<file path="config.mk">
export PLATFORM = sky130hd
export DESIGN_NAME = pgf_fetch_ctrl
export DESIGN_NICKNAME = d
export VERILOG_FILES = /design/src/rtl/pgf_pkg.sv /design/src/rtl/pgf_mode_reg.sv /design/src/rtl/pgf_page_tag.sv /design/src/rtl/pgf_bus_decode.sv /design/src/rtl/pgf_fetch_ctrl.sv
export SDC_FILE = /design/constraint.sdc
export NUM_CORES = 1
export LEC_CHECK = 0
export CAP_MARGIN = 10
export CORE_MARGIN = 8
export CORE_UTILIZATION = 40
export CTS_CLUSTER_SIZE = 16
export DETAILED_ROUTE_END_ITERATION = 8
export PLACE_DENSITY = 0.63
export SETUP_SLACK_MARGIN = 0.15
export SYNTH_ARGS = -nofsm -noshare
export SYNTH_HDL_FRONTEND = slang
export SYNTH_HIERARCHICAL = 1
export SYNTH_SLANG_ARGS = --single-unit
</file>
<file path="constraint.sdc">
create_clock -name clk -period 2.8 [get_ports clk]
set_clock_uncertainty 0.1 [all_clocks]
set_input_delay 0.7 -clock clk [delete_from_list [all_inputs] [get_ports clk]]
set_output_delay 0.7 -clock clk [all_outputs]
set_load 0.005 [all_outputs]
</file>
<file path="src/rtl/pgf_pkg.sv">
package pgf_pkg;

    // Position inside a fetch cycle. Values 0..3 form the latch phase of a
    // miss cycle, 4..7 the fetch phase shared by hits and misses.
    typedef logic [2:0] phase_t;

    localparam phase_t PH_LATCH_FIRST = 3'd0;
    localparam phase_t PH_LATCH_LAST  = 3'd1;
    localparam phase_t PH_FETCH_FIRST = 3'd4;
    localparam phase_t PH_READ_A      = 3'd5;
    localparam phase_t PH_READ_B      = 3'd6;
    localparam phase_t PH_LAST        = 3'd7;

    function automatic phase_t start_phase(input logic page_hit);
        return page_hit ? PH_FETCH_FIRST : PH_LATCH_FIRST;
    endfunction

    function automatic logic in_latch(input phase_t ph);
        return !ph[2];
    endfunction

endpackage

</file>
<file path="src/rtl/pgf_mode_reg.sv">
module pgf_mode_reg #(
    parameter int unsigned SEL_W    = 2,
    parameter logic [1:0]  SEL_CODE = 2'b10
) (
    input  logic             clk,
    input  logic             rst_n,
    input  logic             cfg_we,
    input  logic [SEL_W-1:0] cfg_sel,
    input  logic             cfg_en,
    input  logic             exec_internal,
    output logic             mode_on,
    output logic             arm
);
    typedef struct packed {
        logic [SEL_W-1:0] sel;
        logic             on;
    } mode_t;

    mode_t m_d, m_q;

    always_comb begin
        m_d = m_q;
        arm = cfg_we && cfg_en && exec_internal &&
              (m_q.sel == SEL_W'(SEL_CODE)) && (cfg_sel == SEL_W'(SEL_CODE));
        if (cfg_we) begin
            m_d.sel = cfg_sel;
            if (!cfg_en || (cfg_sel != SEL_W'(SEL_CODE))) begin
                m_d.on = 1'b0;
            end else if (arm) begin
                m_d.on = 1'b1;
            end
        end
    end

    always_ff @(posedge clk or negedge rst_n) begin
        if (!rst_n) begin
            m_q <= '0;
        end else begin
            m_q <= m_d;
        end
    end

    assign mode_on = m_q.on;
endmodule

</file>
<file path="src/rtl/pgf_page_tag.sv">
module pgf_page_tag #(
    parameter int unsigned HI_W = 8
) (
    input  logic            clk,
    input  logic            rst_n,
    input  logic            enable,
    input  logic            clear,
    input  logic            load,
    input  logic [HI_W-1:0] probe_hi,
    output logic            hit
);
    typedef struct packed {
        logic            valid;
        logic [HI_W-1:0] tag;
    } tag_t;

    tag_t t_d, t_q;

    always_comb begin
        t_d = t_q;
        hit = enable && t_q.valid && (t_q.tag == probe_hi);
        if (clear) begin
            t_d.valid = 1'b0;
        end else if (load) begin
            t_d.valid = 1'b1;
            t_d.tag   = probe_hi;
        end
    end

    always_ff @(posedge clk or negedge rst_n) begin
        if (!rst_n) begin
            t_q <= '0;
        end else begin
            t_q <= t_d;
        end
    end
endmodule

</file>
<file path="src/rtl/pgf_bus_decode.sv">
module pgf_bus_decode
    import pgf_pkg::*;
#(
    parameter int unsigned HI_W   = 8,
    parameter int unsigned LO_W   = 8,
    parameter int unsigned PORT_W = 8
) (
    input  logic              busy,
    input  phase_t            ph,
    input  logic [HI_W-1:0]   hi,
    input  logic [LO_W-1:0]   lo,
    output logic [PORT_W-1:0] addr_port,
    output logic              ale,
    output logic              psen
);
    always_comb begin
        addr_port = PORT_W'(lo);
        ale       = 1'b0;
        psen      = 1'b0;
        if (busy) begin
            if (in_latch(ph)) begin
                addr_port = PORT_W'(hi);
            end
            ale  = (ph == PH_LATCH_FIRST) || (ph == PH_LATCH_LAST);
            psen = (ph == PH_READ_A) || (ph == PH_READ_B);
        end
    end
endmodule

</file>
<file path="src/rtl/pgf_fetch_ctrl.sv">
module pgf_fetch_ctrl
    import pgf_pkg::*;
#(
    parameter int unsigned ADDR_W = 16,
    parameter int unsigned PAGE_W = 8,
    parameter int unsigned DATA_W = 8,
    parameter int unsigned SEL_W  = 2
) (
    input  logic              clk,
    input  logic              rst_n,
    input  logic              cfg_we,
    input  logic [SEL_W-1:0]  cfg_sel,
    input  logic              cfg_en,
    input  logic              exec_internal,
    input  logic              req_valid,
    input  logic [ADDR_W-1:0] req_addr,
    input  logic              req_stall,
    output logic              done,
    output logic [DATA_W-1:0] rdata,
    output logic [PAGE_W-1:0] addr_port,
    input  logic [DATA_W-1:0] data_in,
    output logic              ale,
    output logic              psen
);
    localparam int unsigned HI_W = ADDR_W - PAGE_W;

    typedef struct packed {
        logic              busy;
        logic              dummy;
        phase_t            ph;
        logic [ADDR_W-1:0] addr;
        logic [DATA_W-1:0] rdata;
    } seq_t;

    seq_t s_d, s_q;

    logic            mode_on;
    logic            arm;
    logic            tag_hit;
    logic            tag_load;
    logic            done_w;
    logic            accept;
    logic [HI_W-1:0] probe_hi;

    pgf_mode_reg #(.SEL_W(SEL_W)) u_mode (
        .clk           (clk),
        .rst_n         (rst_n),
        .cfg_we        (cfg_we),
        .cfg_sel       (cfg_sel),
        .cfg_en        (cfg_en),
        .exec_internal (exec_internal),
        .mode_on       (mode_on),
        .arm           (arm)
    );

    pgf_page_tag #(.HI_W(HI_W)) u_tag (
        .clk      (clk),
        .rst_n    (rst_n),
        .enable   (mode_on),
        .clear    (!mode_on || arm),
        .load     (tag_load),
        .probe_hi (probe_hi),
        .hit      (tag_hit)
    );

    always_comb begin
        s_d      = s_q;
        tag_load = 1'b0;
        done_w   = s_q.busy && !s_q.dummy && (s_q.ph == PH_LAST);
        accept   = req_valid && (!s_q.busy || done_w);
        probe_hi = accept ? req_addr[ADDR_W-1:PAGE_W] : s_q.addr[ADDR_W-1:PAGE_W];

        if (s_q.busy) begin
            if ((s_q.ph == PH_READ_B) && !s_q.dummy) begin
                s_d.rdata = data_in;
            end
            if (s_q.ph == PH_LAST) begin
                if (s_q.dummy) begin
                    s_d.dummy = 1'b0;
                    s_d.ph    = start_phase(tag_hit);
                    tag_load  = 1'b1;
                end else begin
                    s_d.busy = 1'b0;
                end
            end else begin
                s_d.ph = s_q.ph + 3'd1;
            end
        end

        if (accept) begin
            s_d.busy  = 1'b1;
            s_d.dummy = req_stall;
            s_d.addr  = req_addr;
            s_d.ph    = start_phase(tag_hit);
            tag_load  = 1'b1;
        end
    end

    always_ff @(posedge clk or negedge rst_n) begin
        if (!rst_n) begin
            s_q <= '0;
        end else begin
            s_q <= s_d;
        end
    end

    pgf_bus_decode #(.HI_W(HI_W), .LO_W(PAGE_W), .PORT_W(PAGE_W)) u_bus (
        .busy      (s_q.busy),
        .ph        (s_q.ph),
        .hi        (s_q.addr[ADDR_W-1:PAGE_W]),
        .lo        (s_q.addr[PAGE_W-1:0]),
        .addr_port (addr_port),
        .ale       (ale),
        .psen      (psen)
    );

    assign done  = done_w;
    assign rdata = s_q.rdata;
endmodule

</file>
After elaboration in Yosys (flattened, before gate mapping)
Index checks and enable logic that the tools add are counted.
{"block": "classes", "reduce_logical": 29, "add_sub_neg": 1, "bitwise_logic": 1, "muxes": 19, "n_eq_ne": 9}
{"op": "2-to-1 mux 8 bit", "count": 3}
{"op": "2-to-1 mux 21 bit", "count": 1}
{"op": "logical AND 1 bit", "count": 10}
{"op": "AND reduction 2 bit", "count": 5}
{"op": "equality test 3 bit, second input constant", "count": 3}
{"op": "2-to-1 mux 1 bit", "count": 9}
{"op": "2-to-1 mux 3 bit", "count": 3}
{"op": "2-to-1 mux 9 bit", "count": 1}
{"op": "equality test 8 bit", "count": 1}
{"op": "nonzero test 2 bit", "count": 4}
{"op": "logical OR 1 bit", "count": 5}
{"op": "2-to-1 mux 5 bit", "count": 1}
{"op": "equality test 2 bit, second input constant", "count": 2}
{"op": "zero test 1 bit", "count": 4}
{"op": "adder 3 x 1 -> 3 bit, second input constant", "count": 1}
{"op": "equality test 3 x 1 -> 1 bit, second input constant", "count": 1}
{"op": "zero test 3 bit", "count": 1}
{"op": "inequality test 3 bit, second input constant", "count": 1}
{"op": "2-to-1 mux 2 bit", "count": 1}
{"op": "inequality test 2 bit, second input constant", "count": 1}
{"op": "NOT 1 bit", "count": 1}
{"block": "totals", "out_inout_bits": 19, "elab_cells": 68, "in_bits": 33, "ff_bits": 41}

Longest topological paths before layout
{"block": "depth", "word_depth": 13, "depth_mapped": 10, "depth_no_buf": 9}

Hierarchy
Netlist, hierarchy kept.
{"mod": "pgf_fetch_ctrl", "instances": 1, "seq_area_each_um2": 725.7, "area_per_inst_um2": 1318.8, "cells_each": 86}
{"mod": "pgf_page_tag", "instances": 1, "seq_area_each_um2": 225.2, "area_per_inst_um2": 469.2, "cells_each": 33}
{"mod": "pgf_bus_decode", "instances": 1, "seq_area_each_um2": 0.0, "area_per_inst_um2": 163.9, "cells_each": 13}
{"mod": "pgf_mode_reg", "instances": 1, "seq_area_each_um2": 75.1, "area_per_inst_um2": 128.9, "cells_each": 10}

Least setup slack after synthesis
OpenSTA, ideal clock, no wires.
{"block": "synth_path", "path_type": "reg-to-reg", "startpoint": "reg s_q[24] (netlist bit)", "endpoint": "reg s_q[26] (netlist bit)", "required_time_ns": 2.574, "setup_ns": 0.126, "slack_ns": 0.403, "arrival_ns": 2.171, "synth_period_minus_slack_ns": 2.397, "stages_incl_launch_ff": 11, "path_cell_list": "dfrtp_1 > ha_1 > ha_1 > nor2b_4 > o21ai_4 > buf_12 > mux2_4 > xnor2_1 > nand4_1 > nor3_1 > a221o_1"}
{"block": "synth_via", "elab_chain_len": 12, "elab_cells_between_ends": 16}
{"item": "from (decl)", "line_no": "pgf_fetch_ctrl.sv:35", "source": "seq_t s_d, s_q;"}
{"item": "from (signal assigned)", "line_no": "pgf_fetch_ctrl.sv:101", "source": "s_q <= '0;"}
{"item": "from (signal assigned)", "line_no": "pgf_fetch_ctrl.sv:103", "source": "s_q <= s_d;"}
{"item": "equality test 3 bit (*)", "line_no": "pgf_fetch_ctrl.sv:69", "source": "done_w = s_q.busy && !s_q.dummy && (s_q.ph == PH_LAST);"}
{"item": "logical AND 1 bit (*)", "line_no": "pgf_fetch_ctrl.sv:69"}
{"item": "logical OR 1 bit (*)", "line_no": "pgf_fetch_ctrl.sv:70", "source": "accept = req_valid && (!s_q.busy || done_w);"}
{"item": "logical AND 1 bit (*)", "line_no": "pgf_fetch_ctrl.sv:70"}
{"item": "2-to-1 mux 8 bit (*)", "line_no": "pgf_fetch_ctrl.sv:71", "source": "probe_hi = accept ? req_addr[ADDR_W-1:PAGE_W] : s_q.addr[ADDR_W-1:PAGE_W];"}
{"item": "named net probe_hi[6]", "line_no": "pgf_fetch_ctrl.sv:43", "source": "logic [HI_W-1:0] probe_hi;"}
{"item": "equality test 8 bit (*)", "line_no": "pgf_page_tag.sv:21", "source": "hit = enable && t_q.valid && (t_q.tag == probe_hi);"}
{"item": "logical AND 1 bit (*)", "line_no": "pgf_page_tag.sv:21"}
{"item": "named net tag_hit", "line_no": "pgf_fetch_ctrl.sv:39", "source": "logic tag_hit;"}
{"item": "2-to-1 mux 3 bit (*)", "line_no": "pgf_pkg.sv:15", "source": "return page_hit ? PH_FETCH_FIRST : PH_LATCH_FIRST;"}
{"item": "2-to-1 mux 3 bit", "line_no": "pgf_fetch_ctrl.sv:78", "source": "if (s_q.dummy) begin"}
{"item": "2-to-1 mux 3 bit", "line_no": "pgf_fetch_ctrl.sv:77", "source": "if (s_q.ph == PH_LAST) begin"}
{"item": "2-to-1 mux 5 bit", "line_no": "pgf_fetch_ctrl.sv:73", "source": "if (s_q.busy) begin"}
{"item": "2-to-1 mux 21 bit (*)", "line_no": "pgf_fetch_ctrl.sv:90", "source": "if (accept) begin"}
The timed path passes the listed nets; every way through them passes the cells marked *. The select of a mux whose other input is x is not followed.
A chain may end at the register's enable or synchronous reset.

Worst setup path in the final report
{"block": "layout_path", "startpoint": "reg s_q[26] (netlist bit)", "endpoint": "out addr_port[6]"}
{"block": "layout_via", "elab_chain_len": 2}
{"item": "2-to-1 mux 8 bit", "line_no": "pgf_bus_decode.sv:21", "source": "if (in_latch(ph)) begin"}
{"item": "2-to-1 mux 8 bit", "line_no": "pgf_bus_decode.sv:20", "source": "if (busy) begin"}
{"item": "to (decl)", "line_no": "pgf_fetch_ctrl.sv:20", "source": "output logic [PAGE_W-1:0] addr_port,"}
No other way between the ends.

==> impl_metrics.env <==
export IMPL_crit_slowest_cell="dfrtp_1"
export IMPL_numCtsBuffers=5
export IMPL_r2r_start="s_q[24]"
export IMPL_worstPathRequired_ps=2000
export IMPL_drt_total_wl_um=4360
export IMPL_maxCapViolations=0
export IMPL_crit_path_end_kind="output pin"
export IMPL_fin_hold_ws_ps=399
export IMPL_cts_tree="yes"
export IMPL_route_vias_total=1272
export IMPL_diodes=0
export IMPL_clock_latency_ps=290
export IMPL_ys_ff_latch=41
export IMPL_slowest_delay_ps=460
export IMPL_syn_nets=178
export IMPL_grt_max_degree=42
export IMPL_min_period_ps=2580
export IMPL_dr_pass1_iters=4
export IMPL_grt_first_pass_wirelength_um=6730
export IMPL_startpoint="s_q[26]"
export IMPL_fp_row_count=26
export IMPL_p_per_area_nw_per_um2=1070
export IMPL_area_growth_pct=32.6
export IMPL_tightest_slew_ps=946
export IMPL_drv_slew=0
export IMPL_finalSetupTns_ps=0
export IMPL_core_region_area_um2=5070
export IMPL_ant_nets=0
export IMPL_finalCritPeriodShare_pct=92.0
export IMPL_hold_viol_final=0
export IMPL_cp_arrival_ps=1780
export IMPL_yosysWarningCount=6
export IMPL_p_leak_uw=0.00125
export IMPL_outcome="finished, final reports clean"
export IMPL_start_util_pct=41.0
export IMPL_drive_gt1_share_pct=34.5
export IMPL_async_flop_share_pct=100
export IMPL_max_freq_mhz=388
export IMPL_yosysTopAreaCell="dfrtp_1"
export IMPL_overflow=0
export IMPL_ctsHtreeMaxLevel=2
export IMPL_wl_per_cell_um=16.3
export IMPL_ir_drop_uv=488
export IMPL_worst_path_buf_inv=1
export IMPL_synthTopCellsByCount="dfrtp_1, mux2_4, mux2_2"
export IMPL_nNetsFinal=232
export IMPL_yosysSeqAreaShare_pct=49.3
export IMPL_synth_top_cells_by_area="dfrtp_1, mux2_4, mux2_2"
export IMPL_rsz0062_at_grt="false"
export IMPL_post_drt_via_cell_ratio=4.76
export IMPL_start_kind="flop"
export IMPL_route_detailed_drc=0
export IMPL_cp_cell_sequence="nand2b_4 -> mux2_4 -> clkdlybuf4s50_1"
export IMPL_grt_usage_pct=11.4
export IMPL_root_buffer="clkbuf_8"
export IMPL_gp_congestion=0.746
export IMPL_setup_violations=0
export IMPL_cts_clk_slew_worst_paths_ps=80
export IMPL_synth_cell_types=35
export IMPL_io_buffers=51
export IMPL_synth_top_area_share_pct=49.3
export IMPL_clock_sinks=41
export IMPL_cp_max_fo=6
export IMPL_pin_count=52
export IMPL_die_h_um=88.1
export IMPL_critical_path_class="reg2out"
export IMPL_hold_path_class="reg2reg"
export IMPL_relSlewSlack_pct=36.9
export IMPL_min_delay_start="u_tag/t_q[8]"
export IMPL_syn_mean_instance_area_um2=14.7
export IMPL_netlist_instances=142
export IMPL_crit_family="flip-flops"
export IMPL_drt_initial_drc_count=36
export IMPL_fp_dieW_um=88.1
export IMPL_dieArea_um2=7770
export IMPL_synth_most_common_cell="dfrtp_1"
export IMPL_grt_pass1_vias=1444
export IMPL_synth_area_um2=2080
export IMPL_antenna_found_initial=0
export IMPL_ys_dominant_reg_cell="dfrtp_1"
export IMPL_fillers=456
export IMPL_dp_hpwl_um=3080
export IMPL_cts_max_path_buffers=2
export IMPL_synth_edff_count=0
==> sequential cells by signal, indices dropped and copies added, names as in the netlist <==
name	flops
rdata	8
u_mode/m_q	2
u_mode/mode_on	1
s_q	21
u_tag/t_q	9
==> logic make-up after synthesis <==
logic type | share of synthesized area (%)
simple gates | 7.40
fa+ha+maj | 1.80
compound gates | 3.61
xor+xnor | 3.79
buf+inv | 5.65
mux | 28.4
flops | 49.3
==> worst reg2reg max path, cell delays in order, from the launching register on <==
cell and delay [ps]:
dfrtp_1 390, ha_1 200, ha_1 190, nor2b_4 160, o21ai_4 170, buf_12 170
mux2_4 340, xnor2_1 130, nand4_1 100, nor3_1 50, a221o_1 300
==> metal layers <==
metal  vias to the layer above  track usage [%]  routed length (um)
li1                        598                -                   -
met3                         5             3.94                 309
met2                        43             19.3                2100
met1                       626             12.6                1910
met4                         0             4.92                  33
met5                         -                0                   0
==> power by group <==
| group | total (uW) | internal [uW] | switching [uW] |
|---|---|---|---|
| Clock | 498 | 291 | 207 |
| Combinational | 1440 | 962 | 480 |
| Sequential | 1000 | 839 | 162 |
==> cell type report <==
type / count / area (um2) / area share [%]
Multi-Input combinational cell: 87 / 951 / 34.5
Clock inverter: 1 / 30.0 / 1.09
Timing Repair Buffer: 57 / 562 / 20.4
Inverter: 4 / 15.0 / 0.544
Clock buffer: 7 / 86.3 / 3.13
Tap cell: 70 / 87.6 / 3.17
Sequential cell: 41 / 1030 / 37.2
==> worst paths after layout <==
path                            slack [ps]  depth (start not counted)      endpoint
worst min register to register         400                          2  u_tag/t_q[8]
worst max register to register         370                         10       s_q[26]
min in group asynchronous              450                          1       s_q[18]
worst max-delay path                   220                          3  addr_port[6]
worst min-delay path                   400                          2  u_tag/t_q[8]
max in group asynchronous             1510                          1       s_q[28]
==> what timing repair did <==
item / in CTS / in global routing
endpoints found under the setup margin: 2 / 9
hold buffers: 0 / 0
pin swaps: 0 / 1
gates cloned: 0 / 1
gates resized for setup: 1 / 2
buffers inserted: 2 / 2
==> layout by cell type (no fill, tap or decap), types with 2 or more instances in the layout <==
| cell type | n |
|---|---|
| clkdlybuf4s50_1 | 49 |
| nand3_1 | 2 |
| mux2_4 | 26 |
| clkbuf_8 | 6 |
| ha_1 | 3 |
| inv_1 | 3 |
| nand2b_4 | 3 |
| xnor2_1 | 8 |
| o21ai_0 | 2 |
| mux2_2 | 17 |
| nor2_1 | 5 |
| dfrtp_1 | 40 |
| buf_4 | 5 |
==> stage by stage <==
stage	setup WS [ps]	cells	instance area, um2	power [uW]	util (%)
after floorplan	403	142	2080	1940	-
after global routing	153	267	2760	3120	54.4
after detailed placement	100	254	2590	2400	51.0
after CTS	153	264	2720	2930	53.5
after global placement	180	254	2590	2370	51.0
final	224	267	2760	2940	54.4
No activity file was read; power rests on OpenSTA's default activity.
